**config.mk**
```make
export PLATFORM = sky130hd
export DESIGN_NAME = fan_ctrl
export DESIGN_NICKNAME = d
export VERILOG_FILES = /design/src/rtl/fanctl_pkg.sv /design/src/rtl/fan_stair_map.sv /design/src/rtl/fan_speed_loop.sv /design/src/rtl/fan_pwm_gen.sv /design/src/rtl/fan_ctrl.sv
export SDC_FILE = /design/constraint.sdc
export NUM_CORES = 1
export LEC_CHECK = 0
export ABC_CLOCK_PERIOD_IN_PS = 4300
export BUFFER_PORTS_ARGS = -buffer_cell sky130_fd_sc_hd__buf_2
export CAP_MARGIN = 25
export CORE_MARGIN = 2
export CORE_UTILIZATION = 45
export CTS_CLUSTER_SIZE = 14
export DETAILED_ROUTE_END_ITERATION = 7
export HOLD_SLACK_MARGIN = 0.12
export PLACE_DENSITY_LB_ADDON = 0.08
export SETUP_SLACK_MARGIN = 0.4
export SYNTH_ARGS = -nofsm -noshare
export SYNTH_HDL_FRONTEND = slang
export SYNTH_SLANG_ARGS = --single-unit
```
**constraint.sdc**
```tcl
create_clock -name clk -period 4.3 [get_ports clk]
set_input_delay 0 -clock clk [delete_from_list [all_inputs] [get_ports clk]]
set_output_delay 0 -clock clk [all_outputs]
set_load 0.01 [all_outputs]
```
**src/rtl/fanctl_pkg.sv**
```systemverilog
package fanctl_pkg;
  typedef enum logic [1:0] {
    FM_RSVD   = 2'd0,
    FM_MANUAL = 2'd1,
    FM_TEMP   = 2'd2,
    FM_SPEED  = 2'd3
  } fan_mode_e;
endpackage

```
**src/rtl/fan_stair_map.sv**
```systemverilog
module fan_stair_map #(
  parameter int TW = 8,
  parameter int DW = 8,
  parameter int NTRIP = 3
) (
  input  logic [TW-1:0]       temp,
  input  logic [NTRIP*TW-1:0] trip_t,
  input  logic [NTRIP*DW-1:0] trip_d,
  output logic [DW-1:0]       duty
);
  localparam int NPT = 2 * NTRIP - 1;

  function automatic logic [TW-1:0] mid_t(input logic [TW-1:0] a, input logic [TW-1:0] b);
    logic [TW:0] s;
    s = {1'b0, a} + {1'b0, b};
    return s[TW:1];
  endfunction

  function automatic logic [DW-1:0] mid_d(input logic [DW-1:0] a, input logic [DW-1:0] b);
    logic [DW:0] s;
    s = {1'b0, a} + {1'b0, b};
    return s[DW:1];
  endfunction

  logic [TW-1:0] pt_t [NPT];
  logic [DW-1:0] pt_d [NPT];

  for (genvar k = 0; k < NTRIP; k++) begin : g_trip
    assign pt_t[2*k] = trip_t[k*TW +: TW];
    assign pt_d[2*k] = trip_d[k*DW +: DW];
  end
  for (genvar k = 0; k < NTRIP - 1; k++) begin : g_mid
    assign pt_t[2*k+1] = mid_t(trip_t[k*TW +: TW], trip_t[(k+1)*TW +: TW]);
    assign pt_d[2*k+1] = mid_d(trip_d[k*DW +: DW], trip_d[(k+1)*DW +: DW]);
  end

  always_comb begin
    duty = '0;
    for (int i = 0; i < NPT; i++) begin
      if (temp >= pt_t[i]) duty = pt_d[i];
    end
  end
endmodule

```
**src/rtl/fan_speed_loop.sv**
```systemverilog
module fan_speed_loop #(
  parameter int DW = 8,
  parameter int CW = 12
) (
  input  logic          clk,
  input  logic          rst_n,
  input  logic          regulate,
  input  logic          tach_upd,
  input  logic [CW-1:0] meas,
  input  logic [CW-1:0] target,
  input  logic [DW-1:0] track_duty,
  output logic [DW-1:0] duty
);
  localparam logic [DW-1:0] DMAX = '1;

  logic step_up, step_dn;
  assign step_up = regulate && tach_upd && (meas > target) && (duty != DMAX);
  assign step_dn = regulate && tach_upd && (meas < target) && (duty != '0);

  always_ff @(posedge clk) begin
    if (!rst_n)        duty <= '0;
    else if (!regulate) duty <= track_duty;
    else if (step_up)  duty <= duty + 1'b1;
    else if (step_dn)  duty <= duty - 1'b1;
  end

  // a tach update moves the duty by at most one LSB
  a_r8_one_step: assert property (@(posedge clk) disable iff (!rst_n)
    $past(regulate) && regulate |-> (duty == $past(duty)) ||
      (duty == $past(duty) + 1'b1) || (duty == $past(duty) - 1'b1));
  // ceiling holds
  a_r9_ceiling: assert property (@(posedge clk) disable iff (!rst_n)
    regulate && tach_upd && duty == DMAX && meas > target |=> duty == DMAX);
  // floor holds
  a_r9_floor: assert property (@(posedge clk) disable iff (!rst_n)
    regulate && tach_upd && duty == '0 && meas < target |=> duty == '0);
endmodule

```
**src/rtl/fan_pwm_gen.sv**
```systemverilog
module fan_pwm_gen #(
  parameter int DW = 8,
  parameter int SEL_W = 4,
  parameter int MAX_SEL = 12
) (
  input  logic             clk,
  input  logic             rst_n,
  input  logic [SEL_W-1:0] sel,
  input  logic [DW-1:0]    duty_req,
  output logic [DW-1:0]    duty_q,
  output logic             pwm,
  output logic             wrap
);
  localparam int PRE_W = (MAX_SEL > 0) ? MAX_SEL : 1;

  logic [SEL_W-1:0] sel_c;
  logic [PRE_W:0]   one_sh;
  logic [PRE_W-1:0] term, pre;
  logic [DW-1:0]    pcnt;
  logic             tick;

  assign sel_c  = (sel > SEL_W'(MAX_SEL)) ? SEL_W'(MAX_SEL) : sel;
  assign one_sh = (PRE_W+1)'(1) << sel_c;
  assign term   = PRE_W'(one_sh - 1'b1);
  assign tick   = (pre >= term);
  assign wrap   = tick && (pcnt == '1);
  assign pwm    = (pcnt < duty_q);

  always_ff @(posedge clk) begin
    if (!rst_n) begin
      pre    <= '0;
      pcnt   <= '0;
      duty_q <= '0;
    end else begin
      pre <= tick ? '0 : pre + 1'b1;
      if (tick) pcnt <= pcnt + 1'b1;
      if (wrap) duty_q <= duty_req;
    end
  end

  // applied duty only moves at a boundary
  a_r3_hold: assert property (@(posedge clk) disable iff (!rst_n)
    !wrap |=> $stable(duty_q));
  // a non-zero duty starts the period high
  a_r4_start_high: assert property (@(posedge clk) disable iff (!rst_n)
    wrap && duty_req != '0 |=> pwm);
endmodule

```
**src/rtl/fan_ctrl.sv**
```systemverilog
module fan_ctrl
  import fanctl_pkg::*;
#(
  parameter int DW = 8,
  parameter int TW = 8,
  parameter int CW = 12,
  parameter int SEL_W = 4,
  parameter int MAX_SEL = 12
) (
  input  logic             clk,
  input  logic             rst_n,
  input  logic [1:0]       mode_i,
  input  logic [DW-1:0]    manual_duty_i,
  input  logic [3*TW-1:0]  trip_temp_i,
  input  logic [3*DW-1:0]  trip_duty_i,
  input  logic [TW-1:0]    temp_i,
  input  logic [CW-1:0]    target_count_i,
  input  logic [CW-1:0]    meas_count_i,
  input  logic             tach_update_i,
  input  logic [SEL_W-1:0] freq_sel_i,
  output logic [DW-1:0]    duty_o,
  output logic             pwm_o
);
  fan_mode_e     active_mode;
  logic [DW-1:0] stair_duty, loop_duty, duty_req;
  logic          wrap;
  logic          regulate;

  assign regulate = (active_mode == FM_SPEED);

  fan_stair_map #(.TW(TW), .DW(DW), .NTRIP(3)) u_stair (
    .temp(temp_i), .trip_t(trip_temp_i), .trip_d(trip_duty_i), .duty(stair_duty));

  fan_speed_loop #(.DW(DW), .CW(CW)) u_loop (
    .clk(clk), .rst_n(rst_n), .regulate(regulate), .tach_upd(tach_update_i),
    .meas(meas_count_i), .target(target_count_i), .track_duty(duty_o), .duty(loop_duty));

  always_comb begin
    case (fan_mode_e'(mode_i))
      FM_TEMP:  duty_req = stair_duty;
      FM_SPEED: duty_req = loop_duty;
      default:  duty_req = manual_duty_i;
    endcase
  end

  fan_pwm_gen #(.DW(DW), .SEL_W(SEL_W), .MAX_SEL(MAX_SEL)) u_pwm (
    .clk(clk), .rst_n(rst_n), .sel(freq_sel_i), .duty_req(duty_req),
    .duty_q(duty_o), .pwm(pwm_o), .wrap(wrap));

  always_ff @(posedge clk) begin
    if (!rst_n)    active_mode <= FM_MANUAL;
    else if (wrap) active_mode <= fan_mode_e'(mode_i);
  end

  // temperature below the lowest trip point turns the fan off
  a_r6_off_below: assert property (@(posedge clk) disable iff (!rst_n)
    wrap && mode_i == 2'd2 && temp_i < trip_temp_i[TW-1:0] |=> duty_o == '0);
  // entering speed mode keeps the applied duty
  a_r10_seamless: assert property (@(posedge clk) disable iff (!rst_n)
    wrap && mode_i == 2'd3 && active_mode != FM_SPEED |=> $stable(duty_o));
  // latched mode only changes at a boundary
  a_r3_mode_hold: assert property (@(posedge clk) disable iff (!rst_n)
    !wrap |=> $stable(active_mode));
endmodule

```
==> results.cfg, run 1 <==
[floorplan]
core_area_sq_um = 11900
dieArea_sq_um = 12900
die_y_um = 114
ioPinCount = 106
start_util_pct = 45.6
fp.dieW_um = 114
rows = 40

[drt]
drc = 0
routedWlPerCell_um = 14.8
firstDrtPassIters = 4
ant_nets = 0
via_count = 5241
drt-total-wl_mm = 13.9
drt-initial-drc-count = 173
routed_via_density = 5.59

[synth]
synth-seq-area-share_pct = 14.1
synth_top_area_share_pct = 25.0
synth_top_cells_by_area = ha_1 (25%), dfxtp_1 (14%), inv_1 (4.6%), o21ai_0 (4.4%), a21oi_1 (4.4%)
syn_area_per_cell_sq_um = 7.85
synth_edf_count = 0
synth_ff_type = dfxtp_1
yosysWarnings = 0
ys_types = 64
synth_nets = 899
syn_area_sq_um = 5410
async_reset_ff_share_pct = 0
yosysTopAreaCell = ha_1
ys_ff_latch = 38
netlist_instances = 689

[power_and_ir_drop]
internal_power_uw = 847
p_comb_share_pct = 40.9
p_per_area_nw_per_um2 = 205
p_sw_share_pct = 33.9
seqPwrFrac_pct = 27.9
p_leak_uw = 0.00295
power.switching_uw = 434
clock_power_share_pct = 31.1
power_uw = 1280
irDropWorstVdd_mv = 0.119

[clocking]
cts_buffer_depth = 2
path_clk_slew_ns = 0.06
clkSinkCount = 38
clockRootBuffer = clkbuf_16
numCtsBuffers = 5
tritoncts = done
cts_setup_buffers = 0
ctsHtreeMaxLevel = 2
clk_latency_ns = 0.28

[grt]
grt_pass1_wl_mm = 23.8
grt_antenna_before_repair = 0
grt_overflow = 0
grt_pass1_vias = 5235
grt_use_total_pct = 22.2
grt_max_degree = 39

[sta]
slew_violations = 0
setup_viol = 0
fin_tns_setup_ns = 0
skew_ns = 0.00681
worst_pin_slew_ns = 0.752
finalHoldViolations = 0
rsz0062_at_grt = no
fmax_mhz = 298
slew_headroom_pct = 48.6
fin_crit_sh_pct = 77.9
min_period_ns = 3.35

[layout]
instances_no_fill = 938
fillCellCount = 1170
antenna-diode-count = 0
post-route-util_pct = 52.6
nNetsFinal = 1000
drive_gt1_share_pct = 15.9
area_growth_pct = 15.3
final_cell_area_sq_um = 6230

[setup_path]
worstPathMaxFanout = 12
crit_path_start_kind = flop
end_kind = flop
crit_arrival_ns = 3.51
path_class = flop to flop
worstPathRequired_ns = 4.46

[min_path]
min_path_type = input port to flop

[place]
placedCellCount = 924
placed_area_sq_um = 6010
port-buffer-count = 105
routabilityCongestion = 0.889
dp_hpwl_mm = 11.6

[status]
status = finished, final reports clean

[flow_run]
drv_cap = 0
## area by class of cell
type                            count  area, sq um  area share [%]
Clock buffer                        8          166            2.67
Inverter                           66          248            3.97
Multi-Input combinational cell    565         4270            68.5
Sequential cell                    38          761            12.2
Tap cell                          147          184            2.95
Timing Repair Buffer              114          608            9.75
## power by group through the flow
stage	clock (uW)	combinational (uW)	sequential [uW]
2_1_floorplan	0	362	365
3_3_place_gp	0	503	366
3_5_place_dp	0	519	366
4_1_cts	411	527	358
5_1_grt	425	602	358
6_report	399	525	358
## cells in the final DEF, fill, tap and decap left out, types with 10 or more instances in the layout
cell type  synthesis  layout
ha_1             108     108
buf_2              2     105
inv_1             66      66
o21ai_0           48      48
a21oi_1           47      47
nand2_1           46      46
nor2_1            41      41
dfxtp_1           38      38
xnor2_1           26      26
nand3_1           20      20
a21o_1            14      14
xor2_1            13      13
o211ai_1          13      13
and2_1            12      12
nand4_1           12      12
o21a_1            11      11
nor2b_1           11      11
nand2b_1          10      10
## per-layer routing
metal	vias up	track usage, %	share of wire, %
li1	2727	-	-
met1	2384	28.6	47
met2	111	39.3	47
met3	19	3.19	3.8
met4	0	4.88	1.5
met5	-	0	0
## critical path: stages, from the launching register on
cell and delay, ns:
dfxtp_1 0.34, and2_1 0.40, o211ai_1 0.17, a221oi_1 0.23, buf_4 0.22, inv_1 0.14
ha_1 0.29, a21oi_1 0.17, o21ai_0 0.13, a2111oi_0 0.46, nor3_1 0.16, nor3b_1 0.27
a211o_1 0.15, o211ai_1 0.08
## synth_stat cells (all sizes together) (6+ instances only)
cell / n
a21o: 14
a211oi: 6
nand2b: 10
a21boi: 6
nand2: 46
a21oi: 47
nand4: 12
o21a: 11
o21ai: 50
ha: 108
nor2: 41
nand3: 20
and3: 9
dfxtp: 38
and2: 12
mux2i: 6
xnor2: 26
o21bai: 8
clkbuf: 13
nor2b: 11
buf: 6
xor2: 13
nor3: 9
a211o: 6
o211ai: 13
a31oi: 7
inv: 66
## path summary, 6_finish.rpt
path | start | end | slack, ns | cells after the start
worst max-delay path | active_mode[0]$_SDFFE_PN1P_ | u_loop.duty[7]$_SDFFE_PN0P_ | 0.95 | 13
worst max register to register | active_mode[0]$_SDFFE_PN1P_ | u_loop.duty[7]$_SDFFE_PN0P_ | 0.95 | 13
worst min-delay path | manual_duty_i[0] | u_pwm.duty_q[0]$_SDFFE_PN0P_ | 0.13 | 3
worst min register to register | u_pwm.pre[0]$_SDFF_PP0_ | u_pwm.pre[0]$_SDFF_PP0_ | 0.48 | 1
## per-stage QoR
step	hold slack (ns)	worst slack [ns]
after floorplan	0.224	1.30
after global placement	0.337	0.955
after detailed placement	0.344	0.792
after CTS	0.125	0.970
after global routing	0.168	0.617
final	0.132	0.948
## state kept, by name (all words and copies together) (netlist names)
register / count
u_pwm.duty_q: 8
u_pwm.pcnt: 8
active_mode: 2
u_loop.duty: 8
u_pwm.pre: 12
## logic make-up (layout without fill, tap and decap cells)
| group | Yosys count | in the layout | share of synthesized area [%] |
|---|---|---|---|
| compound gates | 211 | 211 | 26.2 |
| xor+xnor | 39 | 39 | 6.32 |
| fa+ha+maj | 113 | 113 | 26.8 |
| mux | 7 | 7 | 1.32 |
| flops | 38 | 38 | 14.1 |
| buf+inv | 86 | 188 | 6.99 |
| simple gates | 195 | 195 | 18.3 |
## repair_timing
item | CTS | global route
hold buffers | 6 | 0
endpoints found under the hold margin | 6 | 0
gates resized for setup | 0 | 0
Power figures use the tool's default switching activity.
==> run 2: changes to the inputs <==
--- a/config.mk
+++ b/config.mk
@@ -5,7 +5,8 @@
 export SDC_FILE = /design/constraint.sdc
 export NUM_CORES = 1
 export LEC_CHECK = 0
-export ABC_CLOCK_PERIOD_IN_PS = 4300
+export ABC_AREA = 1
+export ABC_CLOCK_PERIOD_IN_PS = 3360
 export BUFFER_PORTS_ARGS = -buffer_cell sky130_fd_sc_hd__buf_2
 export CAP_MARGIN = 25
 export CORE_MARGIN = 2
==> constraint.sdc (replaced) <==
create_clock -name clk -period 3.36 [get_ports clk]
set_input_delay 0 -clock clk [delete_from_list [all_inputs] [get_ports clk]]
set_output_delay 0 -clock clk [all_outputs]
set_load 0.01 [all_outputs]
==> results.cfg, run 2 <==
[status]
status = finished, final reports clean

[floorplan]
die_y_um = 115
rows = 40
fp.dieW_um = 115
start_util_pct = 46.1
core_area_sq_um = 12000
ioPinCount = 106
dieArea_sq_um = 13200

[setup_path]
crit_arrival_ns = 2.89
cpPeakStageDelay_ns = 0.35
worstPathMaxFanout = 10
slowest_stage = ha_1
cp_common_cell = nand2_1
r2r-start = active_mode[1]$_SDFFE_PN0P_
path_class = input port to flop
reg2reg_depth = 15
crit_chain = buf_2 -> ha_1 -> a21oi_1 -> o21ai_0 -> nand2_1 -> nand2_1 -> a21oi_1 -> nor2_1 -> o21ai_0 -> nand2_1 -> xnor2_1 -> ha_1 -> nand2_1 -> nor2_1 -> nand4_1 -> nand3_2 -> inv_1 -> o21a_1 -> nand2_1 -> nand2_1 -> a21oi_1
worstPathRequired_ns = 3.57
rrSetupSlack_ns = 0.78
crit_path_start_kind = input port
r2r_end = u_loop.duty[6]$_SDFFE_PN0P_
end_kind = flop

[layout]
nNetsFinal = 1178
multi_input_area_sq_um = 4170
fillCellCount = 1268
largest_reg_flops = 12
mostFrequentLayoutCells = nand2_1 (222), inv_1 (137), ha_1 (108), buf_2 (105), a21oi_1 (87)
drive_gt1_share_pct = 14.2
seq_area_sq_um = 761
area_growth_pct = 16.3
antenna-diode-count = 0
largest-register = u_pwm.pre
mostFrequentLayoutCell = nand2_1

[drt]
firstDrtPassIters = 7
routedWlPerCell_um = 11.9
routed_via_density = 4.94
ant_nets = 0
drt-initial-drc-count = 236
drc = 0
via_count = 5509
drt-total-wl_mm = 13.3

[clocking]
clkSinkCount = 38
numCtsBuffers = 5
ctsHtreeMaxLevel = 2
path_clk_slew_ns = 0.05
tritoncts = done
cts_setup_buffers = 0
cts_buffer_depth = 2
clockRootBuffer = clkbuf_16
clk_latency_ns = 0.28

[sta]
slew_violations = 0
fin_tns_setup_ns = 0
finalHoldViolations = 0
skew_ns = 0.00219
fmax_mhz = 374
setup_viol = 0
min_period_ns = 2.67
rsz0062_at_grt = yes
fin_crit_sh_pct = 79.6
worst_slack_ns = 0.686
slew_headroom_pct = 65.9
worst_pin_slew_ns = 0.508

[synth]
syn_area_per_cell_sq_um = 6.43
yosysWarnings = 0
synth_ff_type = dfxtp_1
synth_top_cells_by_area = ha_1 (24%), nand2_1 (15%), dfxtp_1 (14%), inv_1 (9.3%), a21oi_1 (7.9%)
synth.most_common_cell = nand2_1
ys_types = 47
netlist_instances = 860
synth_edf_count = 0
synth_nets = 1070
async_reset_ff_share_pct = 0
netlist_top_cells_count = nand2_1 (222), inv_1 (137), ha_1 (108), a21oi_1 (87), nor2_1 (59)
synth_top_area_share_pct = 24.4
syn_area_sq_um = 5530
synth-seq-area-share_pct = 13.8
ys_ff_latch = 38
yosysTopAreaCell = ha_1

[min_path]
worstHoldEndpoint = u_pwm.duty_q[5]$_SDFFE_PN0P_
hold_depth = 5
min_path_type = input port to flop
hp-start = manual_duty_i[5]

[power_and_ir_drop]
irDropWorstVdd_mv = 0.195
p_per_area_nw_per_um2 = 262
p_leak_uw = 0.00359

[place]
place_ws_ns = 0.423
port-buffer-count = 105
routabilityCongestion = 0.805
dp_hpwl_mm = 11.1

[grt]
grt_pass1_wl_mm = 23.1
grt_overflow = 0
grt_antenna_before_repair = 0
grt_use_total_pct = 21.1
grt_pass1_vias = 5167
grt_max_degree = 25

[flow_run]
drv_cap = 0
-- run 2: changes by cell type after synthesis, sizes merged, moves of 10 or more --
cell,before,now
nand2,46,224
inv,66,139
a21oi,47,91
nand3,20,52
nor2,41,60
a21o,14,0
xnor2,26,14
and2,12,1
nor2b,11,0
nand2b,10,0
o211ai,13,3
-- run 2: worst max path at each step --
stage                                        end            start  depth (start not counted)  slack (ns)
finish              u_pwm.duty_q[3]$_SDFFE_PN0P_  trip_temp_i[10]                         21        0.69
detailed placement  u_pwm.duty_q[3]$_SDFFE_PN0P_  trip_temp_i[10]                         21        0.42
global route        u_pwm.duty_q[3]$_SDFFE_PN0P_  trip_temp_i[10]                         21        0.36
CTS                 u_pwm.duty_q[3]$_SDFFE_PN0P_  trip_temp_i[10]                         21        0.70
global placement    u_pwm.duty_q[3]$_SDFFE_PN0P_  trip_temp_i[10]                         21        0.47
floorplan           u_pwm.duty_q[3]$_SDFFE_PN0P_  trip_temp_i[10]                         20        0.86
-- run 2: cells by family after synthesis --
kind of cell,after synthesis,synth area share (%)
AND/OR/NAND/NOR,368,28.1
AO/OA/AOI/OAI,158,16.2
buffers and inverters,153,10.9
adder cells (fa/ha/maj),113,26.2
flip-flops,38,13.8
XOR/XNOR,29,4.59
multiplexers,1,0.204
-- run 2: worst max-delay path: cells and delay by family --
family | cells | cell delay [ns]
buffers and inverters | 2 | 0.28
and+or+nand+nor | 10 | 0.88
adders and majority gates | 2 | 0.62
AOI/OAI and AO/OA | 6 | 0.96
xor gates and xnor gates | 1 | 0.13
-- run 2: what timing repair did --
item / 4_1_cts / 5_1_grt
gates resized for setup: 0 / 2
hold endpoints to repair: 9 / 0
endpoints found under the setup margin: 0 / 7
hold buffers: 9 / 0
-- run 2: per-layer routing --
layer  vias up  share of wire, %  global-route usage, %
li1       3044                 -                      -
met1      2354                50                   28.9
met2       100                45                   36.2
met3        11               3.9                   2.32
met4         0              0.84                   3.69
met5         -                 0                      0
-- run 2: final cells by class --
cell class	instances	share of cell area, %
Timing Repair Buffer	115	9.69
Multi-Input combinational cell	669	64.8
Sequential cell	38	11.8
Clock inverter	1	0.467
Clock buffer	6	2.16
Inverter	139	8.15
Tap cell	147	2.86
-- run 2: power breakdown --
part	internal, uW	total (uW)	switching [uW]	leakage (uW)
combinational	290	690	400	0.00320
sequential	454	458	3.59	0.000307
clock	366	539	173	0.0000829
-- run 2: per-stage QoR --
step | area [sq um] | hold slack (ns) | power (uW) | cells | utilization [%]
after global routing | 6430 | 0.190 | 1840 | 1115 | 53.5
after CTS | 6430 | 0.149 | 1710 | 1115 | 53.5
final | 6430 | 0.146 | 1690 | 1115 | 53.5
after floorplan | 5530 | 0.138 | 966 | 860 | -
after global placement | 6170 | 0.371 | 1150 | 1099 | 51.4
after detailed placement | 6170 | 0.373 | 1150 | 1099 | 51.4
==> run 3: changes to the inputs <==
--- a/config.mk
+++ b/config.mk
@@ -6,7 +6,7 @@
 export NUM_CORES = 1
 export LEC_CHECK = 0
 export ABC_AREA = 1
-export ABC_CLOCK_PERIOD_IN_PS = 3360
+export ABC_CLOCK_PERIOD_IN_PS = 2500
 export BUFFER_PORTS_ARGS = -buffer_cell sky130_fd_sc_hd__buf_2
 export CAP_MARGIN = 25
 export CORE_MARGIN = 2
==> constraint.sdc (replaced) <==
create_clock -name clk -period 2.5 [get_ports clk]
set_input_delay 0 -clock clk [delete_from_list [all_inputs] [get_ports clk]]
set_output_delay 0 -clock clk [all_outputs]
set_load 0.01 [all_outputs]
==> results.cfg, run 3 (synthesis results as in run 2) <==
[layout]
largest-register = u_pwm.pre
nNetsFinal = 1243
largest_reg_flops = 12
fillCellCount = 1156
mostFrequentLayoutCells = nand2_1 (208), inv_1 (133), buf_2 (100), ha_1 (97), a21oi_1 (70)
instances_no_fill = 1181
antenna-diode-count = 0
drive_gt1_share_pct = 27.7
area_growth_pct = 34.9
mostFrequentLayoutCell = nand2_1

[power_and_ir_drop]
p_leak_uw = 0.00400
irDropWorstVdd_mv = 0.251
power_uw = 2380
p_per_area_nw_per_um2 = 319

[sta]
worst_slack_ns = 0.149
fin_tns_setup_ns = 0
fin_crit_sh_pct = 94.0
min_period_ns = 2.35
finalHoldViolations = 0
slew_headroom_pct = 66.7
worst_pin_slew_ns = 0.499
skew_ns = 0.00287
hold_ws_ns = 0.125
rsz0062_at_grt = yes
fmax_mhz = 425
setup_viol = 0
slew_violations = 0

[floorplan]
die_y_um = 115
core_area_sq_um = 12000
fp.dieW_um = 115
start_util_pct = 46.1
dieArea_sq_um = 13200
rows = 40
ioPinCount = 106

[drt]
routed_via_density = 5.03
via_count = 5936
routedWlPerCell_um = 12.4
drt-total-wl_mm = 14.7
firstDrtPassIters = 4
drc = 0
ant_nets = 0
drt-initial-drc-count = 258

[min_path]
hold_depth = 5
min_path_type = input port to flop

[setup_path]
worstPathRequired_ns = 2.67
crit_path_start_kind = input port
crit_arrival_ns = 2.52
end_kind = flop
slowest_stage = fa_2
crit_chain = buf_6 -> nand2_2 -> inv_2 -> fa_2 -> nand3_2 -> nand3_2 -> a21oi_2 -> o21bai_1 -> nand2_1 -> nand2_1 -> a21oi_1 -> ha_1 -> nand2_2 -> a21oi_2 -> nor2_2 -> nand2_2 -> a21oi_4 -> nand2_1 -> nand2_1 -> nand2_1 -> nand3_1 -> nand2_1 -> nand2_1 -> a21oi_1
cp_common_cell = nand2_1
cpPeakStageDelay_ns = 0.36
path_class = input port to flop
reg2reg_depth = 16
worstPathMaxFanout = 8

[clocking]
ctsHtreeMaxLevel = 2
clkSinkCount = 38
path_clk_slew_ns = 0.06
cts_buffer_depth = 2
clockRootBuffer = clkbuf_16
clk_latency_ns = 0.28
tritoncts = done
numCtsBuffers = 5

[place]
place_ws_ns = -0.214
dp_hpwl_mm = 11.5
placedCellCount = 1130
routabilityCongestion = 0.853
port-buffer-count = 105

[status]
status = finished, final reports clean

[grt]
grt_pass1_vias = 5421
grt_use_total_pct = 21.6
grt_max_degree = 25
grt_antenna_before_repair = 0
grt_overflow = 0
grt_pass1_wl_mm = 23.8

[flow_run]
drv_cap = 0
==> run 3: cell count changes in the layout (fill, tap and decap cells not counted), moves of 9 or more <==
cell,previous run,this run
buf_4,1,58
a21oi_1,87,70
a21oi_2,4,18
nand2_1,222,208
nand2_2,2,14
ha_1,108,97
ha_4,0,11
buf_6,0,10
o21ai_0,36,26
nor2_1,59,50
==> run 3: layer usage <==
metal  GRT usage, %  vias up  wire length, um  share of wire (%)
met1           30.7     2635             7250                 49
li1               -     3181                -                  -
met5              0        -                0                  0
met4           3.05        0               99               0.67
met2           36.5      112             6750                 46
met3           2.00        8              580                4.0
==> run 3: final timing paths <==
check / startpoint / end / slack, ns
worst min register to register: u_pwm.pre[0]$_SDFF_PP0_ / u_pwm.pre[0]$_SDFF_PP0_ / 0.47
worst max register to register: active_mode[0]$_SDFFE_PN1P_ / u_loop.duty[6]$_SDFFE_PN0P_ / 0.31
worst max-delay path: trip_temp_i[8] / u_pwm.duty_q[1]$_SDFFE_PN0P_ / 0.15
worst min-delay path: trip_duty_i[17] / u_pwm.duty_q[1]$_SDFFE_PN0P_ / 0.13
==> run 3: timing repair <==
item / CTS / global route
gates cloned: 0 / 1
pin swaps: 38 / 37
resized for setup: 43 / 45
hold buffers: 8 / 0
endpoints found under the hold margin: 8 / 0
endpoints found under the setup margin: 13 / 24
setup buffers: 25 / 9
==> run 3: worst max-delay path: cells and delay by family <==
kind | cells | cell delay [ns]
AOI/OAI and AO/OA | 6 | 0.66
buffers and inverters | 2 | 0.14
and+or+nand+nor | 14 | 1.07
adders and majority gates | 2 | 0.62
==> run 3: area by class of cell <==
cell class                 instances  area [sq um]  share of cell area [%]
clock inverter                     2          12.5                   0.168
clock buffer                       6           139                    1.86
tap                              147           184                    2.47
sequential                        38           767                    10.3
inverter                         139           524                    7.03
multi-input combinational        670          4650                    62.3
timing repair buffer             179          1180                    15.9
==> run 3: metrics by stage <==
stage,util [%],instance area (sq um)
final,62.1,7460
after global routing,62.1,7460
after CTS,59.8,7180
after detailed placement,54.7,6570
after global placement,54.7,6570
after floorplan,-,5720
==> run 3: power breakdown <==
part	switching, uW	leakage (uW)	total (uW)	internal, uW
Sequential	4.49	0.000308	614	610
Clock	248	0.0000729	642	395
Combinational	626	0.00362	1120	498
Total	878	0.00400	2380	1500
